<file path="src/rtl/phy_gap_pkg.sv">
package phy_gap_pkg;
  localparam int unsigned GAP_W   = 6;
  localparam int unsigned GAP_MAX = (1 << GAP_W) - 1;

  typedef struct packed {
    logic             valid;
    logic             rhb;
    logic [GAP_W-1:0] gap;
  } gap_upd_t;
endpackage

</file>
<file path="src/rtl/phy_gap_host.sv">
module phy_gap_host
  import phy_gap_pkg::*;
#(
  parameter int unsigned ADDR_W     = 4,
  parameter int unsigned DATA_W     = 8,
  parameter int unsigned LONG_ADDR  = 1,
  parameter int unsigned SHORT_ADDR = 5,
  parameter int unsigned ISBR_BIT   = 1
) (
  input  logic              clk_i,
  input  logic              rst_ni,
  input  logic              we_i,
  input  logic [ADDR_W-1:0] addr_i,
  input  logic [DATA_W-1:0] wdata_i,
  input  logic              rhb_i,
  input  logic [GAP_W-1:0]  gap_i,
  output logic [DATA_W-1:0] rdata_o,
  output gap_upd_t          upd_o,
  output logic              long_req_o,
  output logic              short_req_o
);
  localparam int unsigned IBR_BIT = GAP_W;
  localparam int unsigned RHB_BIT = GAP_W + 1;
  localparam logic [DATA_W-1:0] ISBR_MASK = DATA_W'(1) << ISBR_BIT;

  logic              sel_long, sel_short;
  logic [DATA_W-1:0] ctl5_q;

  assign sel_long  = we_i && (addr_i == ADDR_W'(LONG_ADDR));
  assign sel_short = we_i && (addr_i == ADDR_W'(SHORT_ADDR));

  assign upd_o.valid = sel_long;
  assign upd_o.rhb   = wdata_i[RHB_BIT];
  assign upd_o.gap   = wdata_i[GAP_W-1:0];

  always_ff @(posedge clk_i or negedge rst_ni) begin
    if (!rst_ni) begin
      ctl5_q      <= '0;
      long_req_o  <= 1'b0;
      short_req_o <= 1'b0;
    end else begin
      long_req_o  <= sel_long && wdata_i[IBR_BIT];
      short_req_o <= sel_short && wdata_i[ISBR_BIT];
      if (sel_short) ctl5_q <= wdata_i & ~ISBR_MASK;  // self-clearing bit never stored
    end
  end

  always_comb begin
    rdata_o = '0;
    if (addr_i == ADDR_W'(LONG_ADDR)) begin
      rdata_o[RHB_BIT]     = rhb_i;
      rdata_o[GAP_W-1:0]   = gap_i;
    end else if (addr_i == ADDR_W'(SHORT_ADDR)) begin
      rdata_o = ctl5_q;
    end
  end
endmodule

</file>
<file path="src/rtl/phy_gap_track.sv">
module phy_gap_track
  import phy_gap_pkg::*;
(
  input  logic             clk_i,
  input  logic             rst_ni,
  input  gap_upd_t         host_upd_i,
  input  gap_upd_t         pkt_upd_i,
  input  logic             reset_done_i,
  output logic [GAP_W-1:0] gap_o,
  output logic             rhb_o,
  output logic             armed_o
);
  gap_upd_t sel;
  logic     upd;

  // packet beats a simultaneous host write
  assign sel = pkt_upd_i.valid ? pkt_upd_i : host_upd_i;
  assign upd = pkt_upd_i.valid | host_upd_i.valid;

  always_ff @(posedge clk_i or negedge rst_ni) begin
    if (!rst_ni) begin
      gap_o   <= GAP_W'(GAP_MAX);
      rhb_o   <= 1'b0;
      armed_o <= 1'b0;
    end else if (upd) begin
      gap_o   <= sel.gap;
      rhb_o   <= sel.rhb;
      armed_o <= 1'b0;  // same-cycle reset is absorbed by the update
    end else if (reset_done_i) begin
      if (armed_o) gap_o <= GAP_W'(GAP_MAX);
      armed_o <= 1'b1;
    end
  end
endmodule

</file>
<file path="src/rtl/phy_gap_ctrl.sv">
module phy_gap_ctrl
  import phy_gap_pkg::*;
#(
  parameter int unsigned ADDR_W     = 4,
  parameter int unsigned DATA_W     = 8,
  parameter int unsigned LONG_ADDR  = 1,
  parameter int unsigned SHORT_ADDR = 5,
  parameter int unsigned ISBR_BIT   = 1
) (
  input  logic              clk_i,
  input  logic              rst_ni,
  input  logic              reg_we_i,
  input  logic [ADDR_W-1:0] reg_addr_i,
  input  logic [DATA_W-1:0] reg_wdata_i,
  output logic [DATA_W-1:0] reg_rdata_o,
  input  logic              cfg_pkt_i,
  input  logic              cfg_rhb_i,
  input  logic [GAP_W-1:0]  cfg_gap_i,
  input  logic              bus_reset_done_i,
  output logic [GAP_W-1:0]  gap_count_o,
  output logic              root_holdoff_o,
  output logic              long_reset_req_o,
  output logic              short_reset_req_o
);
  gap_upd_t host_upd, pkt_upd;
  logic     trk_armed;

  assign pkt_upd.valid = cfg_pkt_i;
  assign pkt_upd.rhb   = cfg_rhb_i;
  assign pkt_upd.gap   = cfg_gap_i;

  phy_gap_host #(
    .ADDR_W(ADDR_W), .DATA_W(DATA_W), .LONG_ADDR(LONG_ADDR),
    .SHORT_ADDR(SHORT_ADDR), .ISBR_BIT(ISBR_BIT)
  ) u_host (
    .clk_i       (clk_i),
    .rst_ni      (rst_ni),
    .we_i        (reg_we_i),
    .addr_i      (reg_addr_i),
    .wdata_i     (reg_wdata_i),
    .rhb_i       (root_holdoff_o),
    .gap_i       (gap_count_o),
    .rdata_o     (reg_rdata_o),
    .upd_o       (host_upd),
    .long_req_o  (long_reset_req_o),
    .short_req_o (short_reset_req_o)
  );

  phy_gap_track u_track (
    .clk_i        (clk_i),
    .rst_ni       (rst_ni),
    .host_upd_i   (host_upd),
    .pkt_upd_i    (pkt_upd),
    .reset_done_i (bus_reset_done_i),
    .gap_o        (gap_count_o),
    .rhb_o        (root_holdoff_o),
    .armed_o      (trk_armed)
  );
endmodule

</file>
<file path="config.mk">
export PLATFORM = sky130hd
export DESIGN_NAME = phy_gap_ctrl
export DESIGN_NICKNAME = d
export VERILOG_FILES = /design/src/rtl/phy_gap_pkg.sv /design/src/rtl/phy_gap_host.sv /design/src/rtl/phy_gap_track.sv /design/src/rtl/phy_gap_ctrl.sv
export SDC_FILE = /design/constraint.sdc
export NUM_CORES = 1
export LEC_CHECK = 0
export BUFFER_PORTS_ARGS = -buffer_cell sky130_fd_sc_hd__buf_2
export CAP_MARGIN = 20
export CORE_ASPECT_RATIO = 1.25
export CORE_UTILIZATION = 41
export DETAILED_ROUTE_END_ITERATION = 8
export HOLD_SLACK_MARGIN = 0.05
export PLACE_DENSITY_LB_ADDON = 0.3
export SYNTH_ARGS = -nofsm -noshare
export SYNTH_HDL_FRONTEND = slang
export SYNTH_SLANG_ARGS = --single-unit
</file>
<file path="constraint.sdc">
create_clock -name clk_i -period 0.9 [get_ports clk_i]
set_input_delay 0.135 -clock clk_i [delete_from_list [all_inputs] [get_ports clk_i]]
set_output_delay 0.135 -clock clk_i [all_outputs]
set_load 0.01 [all_outputs]
</file>
---- After elaboration in Yosys (flattened, before gate mapping) ----
Cells that the tools add are included.
word-level totals
  register bits after elaboration ......... 17
  input bits .............................. 24
  output and inout bits ................... 17
  logic and storage cells ................. 26
operators by class
  equal/unequal tests ..................... 2
  mux-type cells .......................... 10
  bitwise logic cells ..................... 1
  reductions and logical operators ........ 7
operators with widths
  operator            count
  $mux 6              4
  $mux 8              1
  $mux 7              1
  $eq 4x1->1 const B  1
  $eq 4x3->1 const B  1
  $logic_and 1x1->1   4
  $mux 1              4
  $reduce_bool 2->1   2
  $reduce_and 2->1    1
  $or 1x1->1          1

---- Depth between registers and ports, before layout ----
  depth after elaboration ................. 5
  gate-level depth with buffers ........... 5
  depth with buffers taken out ............ 3

---- By module ----
From an unflattened synthesis, not the netlist that was laid out.
unflattened totals
  cell total of the unflattened synthesis .. 75
  area total of the unflattened synthesis .. 895.9 sq um
by module, submodules not included
  module         times used  cells each  area each (sq um)  sequential area each (sq um)
  phy_gap_host   1           47          535.5              225.2
  phy_gap_track  1           28          360.3              207.7

---- Worst setup path after synthesis ----
Ideal clock, no wire load.
  kind .................................... input to output
  from .................................... in reg_addr_i[0]
  to ...................................... out reg_rdata_o[1]
  data arrival time ....................... 0.949 ns
  required time ........................... 0.765 ns
  setup slack ............................. -0.184 ns
  cell stages on the path ................. 5
  path buffers ............................ 2
  cell sequence ........................... nor2b_1 -> buf_4 -> nand2b_1 -> clkbuf_1 -> nor3b_1
between the ends
  cells in the longest elaborated chain, start to end .. 2
ends and longest elaborated chain
  item             RTL line            text
  start, declared  phy_gap_ctrl.sv:13  input logic [ADDR_W-1:0] reg_addr_i,
  $eq 4x1->1       phy_gap_host.sv:50  if (addr_i == ADDR_W'(LONG_ADDR)) begin
  $mux 6           phy_gap_host.sv:50
  end, declared    phy_gap_ctrl.sv:15  output logic [DATA_W-1:0] reg_rdata_o,
No other way between the ends.

---- Worst setup path in the final report ----
  from .................................... reg u_track.gap_o[4]
  to ...................................... out reg_rdata_o[4]
between the ends
  cells in the longest elaborated chain, start to end .. 1
ends and longest elaborated chain
  item                    RTL line             text
  start, declared         phy_gap_track.sv:9   output logic [GAP_W-1:0] gap_o,
  start signal, assigned  phy_gap_track.sv:22  gap_o <= GAP_W'(GAP_MAX);
  start signal, assigned  phy_gap_track.sv:26  gap_o <= sel.gap;
  start signal, assigned  phy_gap_track.sv:30  if (armed_o) gap_o <= GAP_W'(GAP_MAX);
  $mux 6                  phy_gap_host.sv:50
No other way between the ends.

==> metrics.cfg <==
[status]
run_status=finished, violations left
violations=DRC, setup timing

[global_route]
global_route_usage_over_all_layers_pct=26.0
gr-total-overflow=0
grt_max_degree=18
grt_first_pass_wirelength_mm=4.37
grt_antenna_before_repair=0
via_count_of_the_first_global_routing_pass=958

[floorplanning]
placementRows=18
die_width_um=44.2
area_of_the_core_region_um2=2030
start_util_pct=44.9
die_area_um2=2420
io_pins=41
die_height_um=54.7

[synthesis]
synthMostInstantiatedCell=dfrtp_1
synth.largest_area_cell=dfrtp_1
ys_seq_area_share_pct=47.5
synth.top_cells.by_count=dfrtp_1, nor2_1
postSynth.asyncResetShare_pct=100
ys.flop_type=dfrtp_1
synthesis.instances=86
distinct_cell_type_count_of_the_synthesized_netlist=27
post-synth-top-area-fraction_pct=30.2
yosysWarningCount=0
synth_nets=110
netlist_area_um2=911
synthesis.area_per_instance_um2=10.6
synth_seq_cells=17
synth_edf_count=0
synth.area.top_cells=dfrtp_1, dfstp_2, mux2_2

[timing]
min_setup_slack_post_route_ps=-399
clk_skew_ps=4.34
finalHoldViolCount=0
hold-worst-slack_ps=83.2
fmax_mhz=770
setup_violations=23
final_min_period_over_clock_period_pct=144
unrepaired_setup_endpoints_after_global_routing=true
timing.final.max_slew_violations=0
max_slew.worst_pin.slew_ps=381
finalWorstPathRequiredPeriod_ps=1300
timing.max_slew.rel_slack_pct=74.6

[critical_path]
critical-path-max-stage-delay_ps=560
timing.rr.end=u_track.gap_o[4]$_DFFE_PN1P_
timing.critical_path.slowest_stage_cell=dfstp_2
worst_r2r_path_depth=4
critical_setup_path_class=reg2out
setup.worst_path.start=u_track.gap_o[4]$_DFFE_PN1P_
wp_depth=3
worstPathRequired_ps=760
r2r-start=u_track.gap_o[4]$_DFFE_PN1P_
cp_max_fo=2
reg2reg_setup_slack_ps=-230
critPathBufInv=1
cell_type_group_with_the_largest_total_delay_on_the_critical_path=flip-flops
critical_path.cell_chain=mux2i_1 > nor2_1 > buf_2
arrival_ps=1160
setup.worst_path.end_class=output pin
critPathCapture=reg_rdata_o[4]
cp-start-kind=register

[clock_tree]
number_of_sinks_on_the_clock_net=17
clk_pin_slew_worst_paths_ps=100
cts_tree=done
htreeDepth=1
worstSkewPairLatency_ps=300
cts_root_buffer=clkbuf_4
numCtsBuffers=3
ctsLongestPathBuffers=2

[route]
drt-initial-drc-count=24
route.antenna.remaining_nets=0
avgViaCountPerCell=5.31
final_routed_wire_length_divided_by_cell_count_um=15.4
via_count=950
route.detailed.drc=1
firstDrtPassIters=9
wirelength_mm=2.76

[cells_and_area]
syn_to_final_growth_pct=74.3
finalNonFillerCells=179
final_net_count=184
antenna_cells_inserted=0
drive_gt1_share_pct=63.5
fillCellCount=145

[placement]
io_buffers=40
place_worst_setup_slack_ps=-323
place_congestion=0.815
post_placement_cell_count=153
place_hpwl_mm=1.81

[power_and_ir_drop]
p_per_area_nw_per_um2=1310
power_leakage_nw=0.765
max-vdd-ir-drop_mv=1.15
overall_power_of_the_completed_layout_mw=2.08

[hold_path]
min_path_cells=2
worstHoldPathType=in2reg

[job]
drv.max_cap_violation_count=0

[worst reg2reg max path: cells and delay by family, from the launching register on]
family                 cells  cell delay (ps)
AO/OA/AOI/OAI              2              290
buffers and inverters      2              200
flip-flops                 1              560
[sequential cells by signal, indices dropped and copies added, names as in the netlist]
register,count
u_track.rhb_o,1
u_track.gap_o,6
u_track.armed_o,1
u_host.ctl5_q,7
u_host.long_req_o,1
u_host.short_req_o,1
[layout by cell type, fill, tap and decap left out]
master	count
mux2_4	1
nor3_1	1
nand2_1	7
clkbuf_4	3
inv_1	1
nor3b_4	3
buf_2	34
or3b_1	1
dfstp_2	6
a21oi_1	1
nor2b_1	2
and3_1	1
nor3_2	6
o31ai_1	5
a31oi_1	1
nor2_1	8
and2_2	1
clkinv_2	1
dfrtp_1	11
nand2b_1	2
a211oi_2	6
o31ai_2	1
buf_6	17
nand3_4	1
buf_4	15
o21ai_1	1
a211oi_1	1
mux2_2	6
mux2i_1	6
dlygate4sd3_1	9
[per-layer routing]
| metal | vias to the layer above | global-route usage [%] | share of wire [%] |
|---|---|---|---|
| met5 | - | 0 | 0 |
| met4 | 0 | 16.2 | 1.7 |
| met3 | 4 | 2.31 | 3.3 |
| met2 | 34 | 45.6 | 49 |
| met1 | 457 | 30.4 | 46 |
| li1 | 455 | - | - |
[stage by stage]
step                area, µm²  utilization, %  TNS, ps
floorplan                1030               -     -621
global placement         1290            63.5    -4460
detailed placement       1290            63.5    -5370
CTS                      1550            76.6    -5690
global route             1590            78.3    -6810
finish                   1590            78.3    -5850
[timing repair]
| action | 4_1_cts | 5_1_grt |
|---|---|---|
| endpoints found under the hold margin | 25 | 0 |
| setup buffers | 10 | 5 |
| pin swaps | 5 | 1 |
| hold buffers | 9 | 0 |
| endpoints found under the setup margin | 23 | 23 |
| gates resized for setup | 16 | 5 |
[how the worst min path moves through the flow]
stage                                               to  slack [ps]      startpoint
after global placement    u_host.ctl5_q[3]$_DFFE_PN0P_          70          rst_ni
after floorplan           u_host.ctl5_q[0]$_DFFE_PN0P_        -160          rst_ni
final                     u_host.ctl5_q[2]$_DFFE_PN0P_          80  reg_wdata_i[2]
after CTS                 u_host.ctl5_q[4]$_DFFE_PN0P_          70  reg_wdata_i[4]
after detailed placement  u_host.ctl5_q[3]$_DFFE_PN0P_          80          rst_ni
after global routing      u_host.ctl5_q[7]$_DFFE_PN0P_          80  reg_wdata_i[7]
[power by group]
group / leakage (nW) / switching [mW] / internal, mW
logic: 0.547 / 0.282 / 0.417
registers: 0.200 / 0.0642 / 0.895
clock network: 0.0177 / 0.258 / 0.166
total: 0.765 / 0.604 / 1.48
[kinds of logic after synthesis]
kind of cell           share of synthesized area (%)
AO/OA/AOI/OAI                                   12.5
flip-flops                                      47.5
buffers and inverters                           4.26
multiplexers                                    15.2
AND/OR/NAND/NOR                                 20.5
[final cells by class]
cell class                      instances  area [µm²]  share of cell area [%]
Multi-Input combinational cell         62         534                    33.6
Timing Repair Buffer                   75         564                    35.5
Clock buffer                            3        22.5                    1.42
Clock inverter                          1        5.00                   0.315
Tap cell                               20        25.0                    1.58
Inverter                                1        3.75                   0.236
Sequential cell                        17         433                    27.3
No activity file was read; power rests on OpenSTA's default activity.
